`src/rtl/scl_pkg.sv`:
```
package scl_pkg;
  typedef enum logic [1:0] {
    PH_IDLE = 2'd0,
    PH_LOW  = 2'd1,
    PH_WAIT = 2'd2,
    PH_HIGH = 2'd3
  } phase_e;

  localparam int LOW_UNITS  = 6;
  localparam int HIGH_UNITS = 4;
endpackage

```
`src/rtl/scl_sync.sv`:
```
module scl_sync #(
  parameter int STAGES = 2
) (
  input  logic clk_i,
  input  logic rst_ni,
  input  logic d_i,
  output logic q_o
);
  logic [STAGES-1:0] chain_q;
  logic [STAGES-1:0] chain_d;

  always_comb begin
    chain_d = {chain_q[STAGES-2:0], d_i};
  end

  always_ff @(posedge clk_i or negedge rst_ni) begin
    if (!rst_ni) chain_q <= '1;
    else         chain_q <= chain_d;
  end

  assign q_o = chain_q[STAGES-1];
endmodule

```
`src/rtl/scl_filter.sv`:
```
module scl_filter #(
  parameter int FILT_W = 4
) (
  input  logic              clk_i,
  input  logic              rst_ni,
  input  logic [FILT_W-1:0] width_i,
  input  logic              d_i,
  output logic              q_o
);
  logic              lvl_q, lvl_d;
  logic [FILT_W-1:0] run_q, run_d;
  logic              bypass;

  assign bypass = (width_i == '0);

  always_comb begin
    lvl_d = lvl_q;
    run_d = run_q;
    if (bypass) begin
      lvl_d = d_i;
      run_d = '0;
    end else if (d_i == lvl_q) begin
      run_d = '0;
    end else if (run_q == width_i - 1'b1) begin
      lvl_d = d_i;
      run_d = '0;
    end else begin
      run_d = run_q + 1'b1;
    end
  end

  always_ff @(posedge clk_i or negedge rst_ni) begin
    if (!rst_ni) begin
      lvl_q <= 1'b1;
      run_q <= '0;
    end else begin
      lvl_q <= lvl_d;
      run_q <= run_d;
    end
  end

  assign q_o = bypass ? d_i : lvl_q;
endmodule

```
`src/rtl/scl_phase_ctrl.sv`:
```
module scl_phase_ctrl
  import scl_pkg::*;
#(
  parameter int PER_W = 7,
  parameter int CNT_W = 11
) (
  input  logic             clk_i,
  input  logic             rst_ni,
  input  logic             en_i,
  input  logic [PER_W-1:0] period_i,
  input  logic             scl_hi_i,
  output logic             pull_o,
  output logic             stb_o,
  output phase_e           phase_o
);
  phase_e           ph_q, ph_d;
  logic [CNT_W-1:0] cnt_q, cnt_d;
  logic             pull_q, pull_d;
  logic             stb_q, stb_d;
  logic [CNT_W-1:0] low_len, high_len;

  // Phase lengths scale with (1 + period): the low and high shares of the bit.
  assign low_len  = CNT_W'((32'(period_i) + 32'd1) * 32'(2 * LOW_UNITS));
  assign high_len = CNT_W'((32'(period_i) + 32'd1) * 32'(2 * HIGH_UNITS));

  always_comb begin
    ph_d  = ph_q;
    cnt_d = cnt_q;
    if (!en_i) begin
      ph_d  = PH_IDLE;
      cnt_d = '0;
    end else begin
      unique case (ph_q)
        PH_IDLE: begin
          ph_d  = PH_LOW;
          cnt_d = '0;
        end
        PH_LOW: begin
          if (cnt_q == low_len - 1'b1) begin
            ph_d  = PH_WAIT;
            cnt_d = '0;
          end else begin
            cnt_d = cnt_q + 1'b1;
          end
        end
        PH_WAIT: begin
          // High timing starts only once the line is sensed high.
          if (scl_hi_i) begin
            ph_d  = PH_HIGH;
            cnt_d = '0;
          end
        end
        PH_HIGH: begin
          if (cnt_q == high_len - 1'b1) begin
            ph_d  = PH_LOW;
            cnt_d = '0;
          end else begin
            cnt_d = cnt_q + 1'b1;
          end
        end
        default: begin
          ph_d  = PH_IDLE;
          cnt_d = '0;
        end
      endcase
    end
    pull_d = (ph_d == PH_LOW);
    stb_d  = (ph_d == PH_LOW) && (ph_q != PH_LOW);
  end

  always_ff @(posedge clk_i or negedge rst_ni) begin
    if (!rst_ni) begin
      ph_q   <= PH_IDLE;
      cnt_q  <= '0;
      pull_q <= 1'b0;
      stb_q  <= 1'b0;
    end else begin
      ph_q   <= ph_d;
      cnt_q  <= cnt_d;
      pull_q <= pull_d;
      stb_q  <= stb_d;
    end
  end

  assign pull_o  = pull_q;
  assign stb_o   = stb_q;
  assign phase_o = ph_q;
endmodule

```
`src/rtl/i2c_scl_gen.sv`:
```
module i2c_scl_gen
  import scl_pkg::*;
#(
  parameter int PER_W  = 7,
  parameter int FILT_W = 4,
  parameter int SYNC_N = 2
) (
  input  logic              clk_i,
  input  logic              rst_ni,
  input  logic              en_i,
  input  logic [PER_W-1:0]  period_i,
  input  logic [FILT_W-1:0] filt_i,
  input  logic              scl_i,
  output logic              scl_pull_o,
  output logic              fall_stb_o
);
  localparam int MAX_LEN = 2 * LOW_UNITS * (1 << PER_W);
  localparam int CNT_W   = $clog2(MAX_LEN + 1);

  logic   scl_sync;
  logic   scl_hi;
  phase_e phase;

  scl_sync #(.STAGES(SYNC_N)) u_sync (
    .clk_i  (clk_i),
    .rst_ni (rst_ni),
    .d_i    (scl_i),
    .q_o    (scl_sync)
  );

  scl_filter #(.FILT_W(FILT_W)) u_filt (
    .clk_i   (clk_i),
    .rst_ni  (rst_ni),
    .width_i (filt_i),
    .d_i     (scl_sync),
    .q_o     (scl_hi)
  );

  scl_phase_ctrl #(.PER_W(PER_W), .CNT_W(CNT_W)) u_phase (
    .clk_i    (clk_i),
    .rst_ni   (rst_ni),
    .en_i     (en_i),
    .period_i (period_i),
    .scl_hi_i (scl_hi),
    .pull_o   (scl_pull_o),
    .stb_o    (fall_stb_o),
    .phase_o  (phase)
  );
endmodule

```
`config.mk`:
```
export PLATFORM = sky130hd
export DESIGN_NAME = i2c_scl_gen
export DESIGN_NICKNAME = d
export VERILOG_FILES = /design/src/rtl/scl_pkg.sv /design/src/rtl/scl_sync.sv /design/src/rtl/scl_filter.sv /design/src/rtl/scl_phase_ctrl.sv /design/src/rtl/i2c_scl_gen.sv
export SDC_FILE = /design/constraint.sdc
export NUM_CORES = 1
export LEC_CHECK = 0
export BUFFER_PORTS_ARGS = -buffer_cell sky130_fd_sc_hd__buf_2
export CORE_MARGIN = 2
export CORE_UTILIZATION = 45
export CTS_CLUSTER_DIAMETER = 60
export DETAILED_ROUTE_END_ITERATION = 7
export SETUP_SLACK_MARGIN = 0.4
export SYNTH_ARGS = -nofsm -noshare
export SYNTH_HDL_FRONTEND = slang
export SYNTH_SLANG_ARGS = --single-unit
```
`constraint.sdc`:
```
create_clock -name clk_i -period 2.1 [get_ports clk_i]
set_input_delay 0.525 -clock clk_i [delete_from_list [all_inputs] [get_ports clk_i]]
set_output_delay 0.525 -clock clk_i [all_outputs]
set_load 0.02 [all_outputs]
```
==> impl_metrics.toml <==
[placement]
portBuffers = 16
dp_slack_ns = -1.48
placed_area_sq_um = 3280
routabilityCongestion = 0.887
dp_hpwl_um = 5100

[clock_tree]
hold_buffers = 0
clk_latency_ns = 0.26
clkTransAtPathRegs_ns = 0.08
cts.sinks = 22
numCtsBuffers = 3
cts_tree = "done"
cts.path.max_buffers = 2
htree_levels = 1
cts_root_buf = "clkbuf_8"

[sta]
fin_ws_ns = -1.14
hold_viol = 0
holdWs_ns = 0.215
tightestPinTransition_ns = 0.491
fmax_mhz = 309
setup_viol = 15
relSlewSlack_pct = 67.3
fin_crit_sh_pct = 154
period_needed_ns = 3.24
drv_slew = 0
fin_skew_ns = 0.00478
rsz0062_at_grt = "yes"

[synthesis]
syn_inst = 310
yosys.cell_types.count = 60
synthesis.area_sq_um = 2490
syn_avg_cell_area_sq_um = 8.02
yosysSeqAreaShare_pct = 22.3
synth_fa_ha_area_share_pct = 6.04
ys_seq_elements = 22
synthArstFlopShare_pct = 100
synthFlopType = "dfrtp_1"
synth_top_family_by_area = "simple AND/OR/NAND/NOR gates"
synthMuxAreaShare_pct = 1.26
synth-compound-area-share_pct = 19.6
synth_xor_area_share_pct = 18.1
yosys.area_share.simple_pct = 24.8
synth_edf_count = 0
syn_nets = 337
yosysWarnings = 0

[critical_path]
crit_required_ns = 2.24
critPathLaunchType = "input pin"
crit_fanout = 7
r2r_setup_slack_ns = -0.05
r2r_cells = 10
end_kind = "flip-flop"
path_class = "input pin to flip-flop"
arrival_ns = 3.38

[outcome]
status = "finished with violations"
violations = "negative setup slack"

[detailed_routing]
ant_nets = 0
vias = 2563
avgRoutedWirePerCell_um = 14.3
wirelength_um = 6770
avgViaCountPerCell = 5.40
drcViolationCount = 0
first_pass_iters = 5
first_iter_violations = 169

[run]
maxCapViolations = 0

[floorplan]
dieHeight_um = 78.3
die_w_um = 78.3
die_area_sq_um = 6140
floorplan.initialDensity_pct = 46.0
fp-row-count = 27
core_sq_um = 5410
pin_count = 17

[final_layout]
design_area_sq_um = 3680
ff_latch_area_sq_um = 554
drive_gt1_share_pct = 42.4
multi_input_area_sq_um = 2050
fill_cells = 447
final_common_cell = "buf_4"
final_util_pct = 68.2
fin_nets = 431
areaGrowthSynthToFinish_pct = 48.2
final_cell_mix = "buf_4 (82), nand2_1 (25), xnor2_1 (22), nor2_1 (22), inv_1 (20)"
diodes = 0

[global_routing]
antenna_found_initial = 0
grt_start_max_net_pins = 23
grt-ovfl-total = 0
grt_pass1_vias = 2445
grt_pass1_wl_um = 11600
grt_usage_pct = 23.4

[hold_path]
hp-class = "input pin to async pin"

[power_and_ir_drop]
p_leak_nw = 1.59
worst_ir_drop_vdd_mv = 0.460
p_total_mw = 1.73
power.density_nw_per_um2 = 471
worst max-delay path: stages:
cell,delay (ns)
buf_8,0.10
buf_6,0.12
ha_4,0.26
inv_2,0.04
ha_4,0.24
a211oi_4,0.26
nor2_4,0.11
buf_6,0.15
o311a_1,0.32
nand3_2,0.09
nand4_1,0.18
o41ai_2,0.36
o211ai_2,0.18
buf_6,0.17
a31oi_1,0.17
o22ai_1,0.09
cell families (layout without fill, tap and decap cells):
| family | after synthesis | count (layout) |
|---|---|---|
| AND/OR/NAND/NOR | 122 | 122 |
| AO/OA/AOI/OAI | 67 | 67 |
| XOR/XNOR | 43 | 43 |
| buffers and inverters | 41 | 134 |
| flip-flops | 22 | 22 |
| adder cells (fa/ha/maj) | 12 | 12 |
| multiplexers | 3 | 3 |
cell usage after synthesis (2+ instances only):
library cell	instances	area (sq um)
buf_6	3	33.8
a211o_1	2	17.5
o211ai_1	5	37.5
o22ai_1	3	18.8
and3_1	9	56.3
a21o_1	2	15.0
mux2i_1	2	20.0
nand3_1	19	95.1
nor3_1	10	50.1
xnor2_2	5	81.3
a211oi_2	2	25.0
a21oi_1	9	45.0
clkbuf_1	6	22.5
dfstp_2	3	78.8
nand2b_1	6	37.5
nand2_1	28	105
or3_1	3	18.8
dfrtp_1	19	475
nand4_1	6	37.5
inv_1	23	86.3
nor2_1	27	101
a32o_1	2	20.0
o21ai_0	11	55.1
o31ai_1	2	15.0
buf_4	4	30.0
xor2_1	10	87.6
nand3b_1	2	15.0
ha_1	12	150
xnor2_1	25	219
a211oi_1	4	30.0
o311ai_1	3	26.3
buf_2	5	25.0
o21ai_1	2	10.0
nand4b_1	2	17.5
o2111ai_1	2	17.5
a31oi_1	8	50.1
final timing paths:
| path | endpoint | from |
|---|---|---|
| max | u_phase.cnt_q[4]$_DFFE_PN0P_ | period_i[1] |
| min | u_phase.cnt_q[1]$_DFFE_PN0P_ | rst_ni |
| max reg2reg | u_phase.cnt_q[4]$_DFFE_PN0P_ | u_phase.cnt_q[4]$_DFFE_PN0P_ |
| min reg2reg | u_sync.chain_q[1]$_DFF_PN1_ | u_sync.chain_q[0]$_DFF_PN1_ |
| max in group asynchronous | u_filt.lvl_q$_DFFE_PN1P_ | rst_ni |
| min in group clk_i | u_sync.chain_q[0]$_DFF_PN1_ | scl_i |
report_power, final:
part	total [mW]	internal, mW	switching (mW)
clock	0.392	0.255	0.138
sequential	0.500	0.467	0.0323
combinational	0.843	0.436	0.407
total	1.73	1.16	0.577
cell type report:
type	instances	share of cell area, %
clock buffers	3	1.12
inverters	23	2.41
multi-input cells	247	55.7
repair buffers	107	22.5
well taps	72	2.44
flip-flops and latches	22	15.0
clock inverters	1	0.815
flip-flops by register name (all words and copies together), names as in the netlist:
| name | cells |
|---|---|
| u_filt.lvl_q | 1 |
| u_filt.run_q | 4 |
| u_phase.cnt_q | 11 |
| u_phase.phase_o | 2 |
| u_phase.pull_o | 1 |
| u_phase.stb_o | 1 |
| u_sync.chain_q | 2 |
timing repair:
item                                    in CTS  in global routing
pin swaps                                   24                 14
gates resized for setup                     39                 14
endpoints found under the setup margin      15                 15
setup buffers                                8                  2
cloned                                       1                  0
stage by stage:
step,cells,TNS [ns]
6_report,475,-15.55
5_1_grt,475,-17.35
4_1_cts,473,-15.16
3_5_place_dp,460,-20.77
3_3_place_gp,460,-20.28
2_1_floorplan,310,-17.75
per-layer routing:
| metal | track usage (%) | share of wire [%] | vias up |
|---|---|---|---|
| li1 | - | - | 1286 |
| met1 | 33.8 | 49 | 1209 |
| met2 | 37.7 | 46 | 66 |
| met3 | 3.91 | 4.7 | 2 |
| met4 | 3.51 | 0.27 | 0 |
| met5 | 0 | 0 | - |
Note: power is estimated with default switching activity, not from simulation.
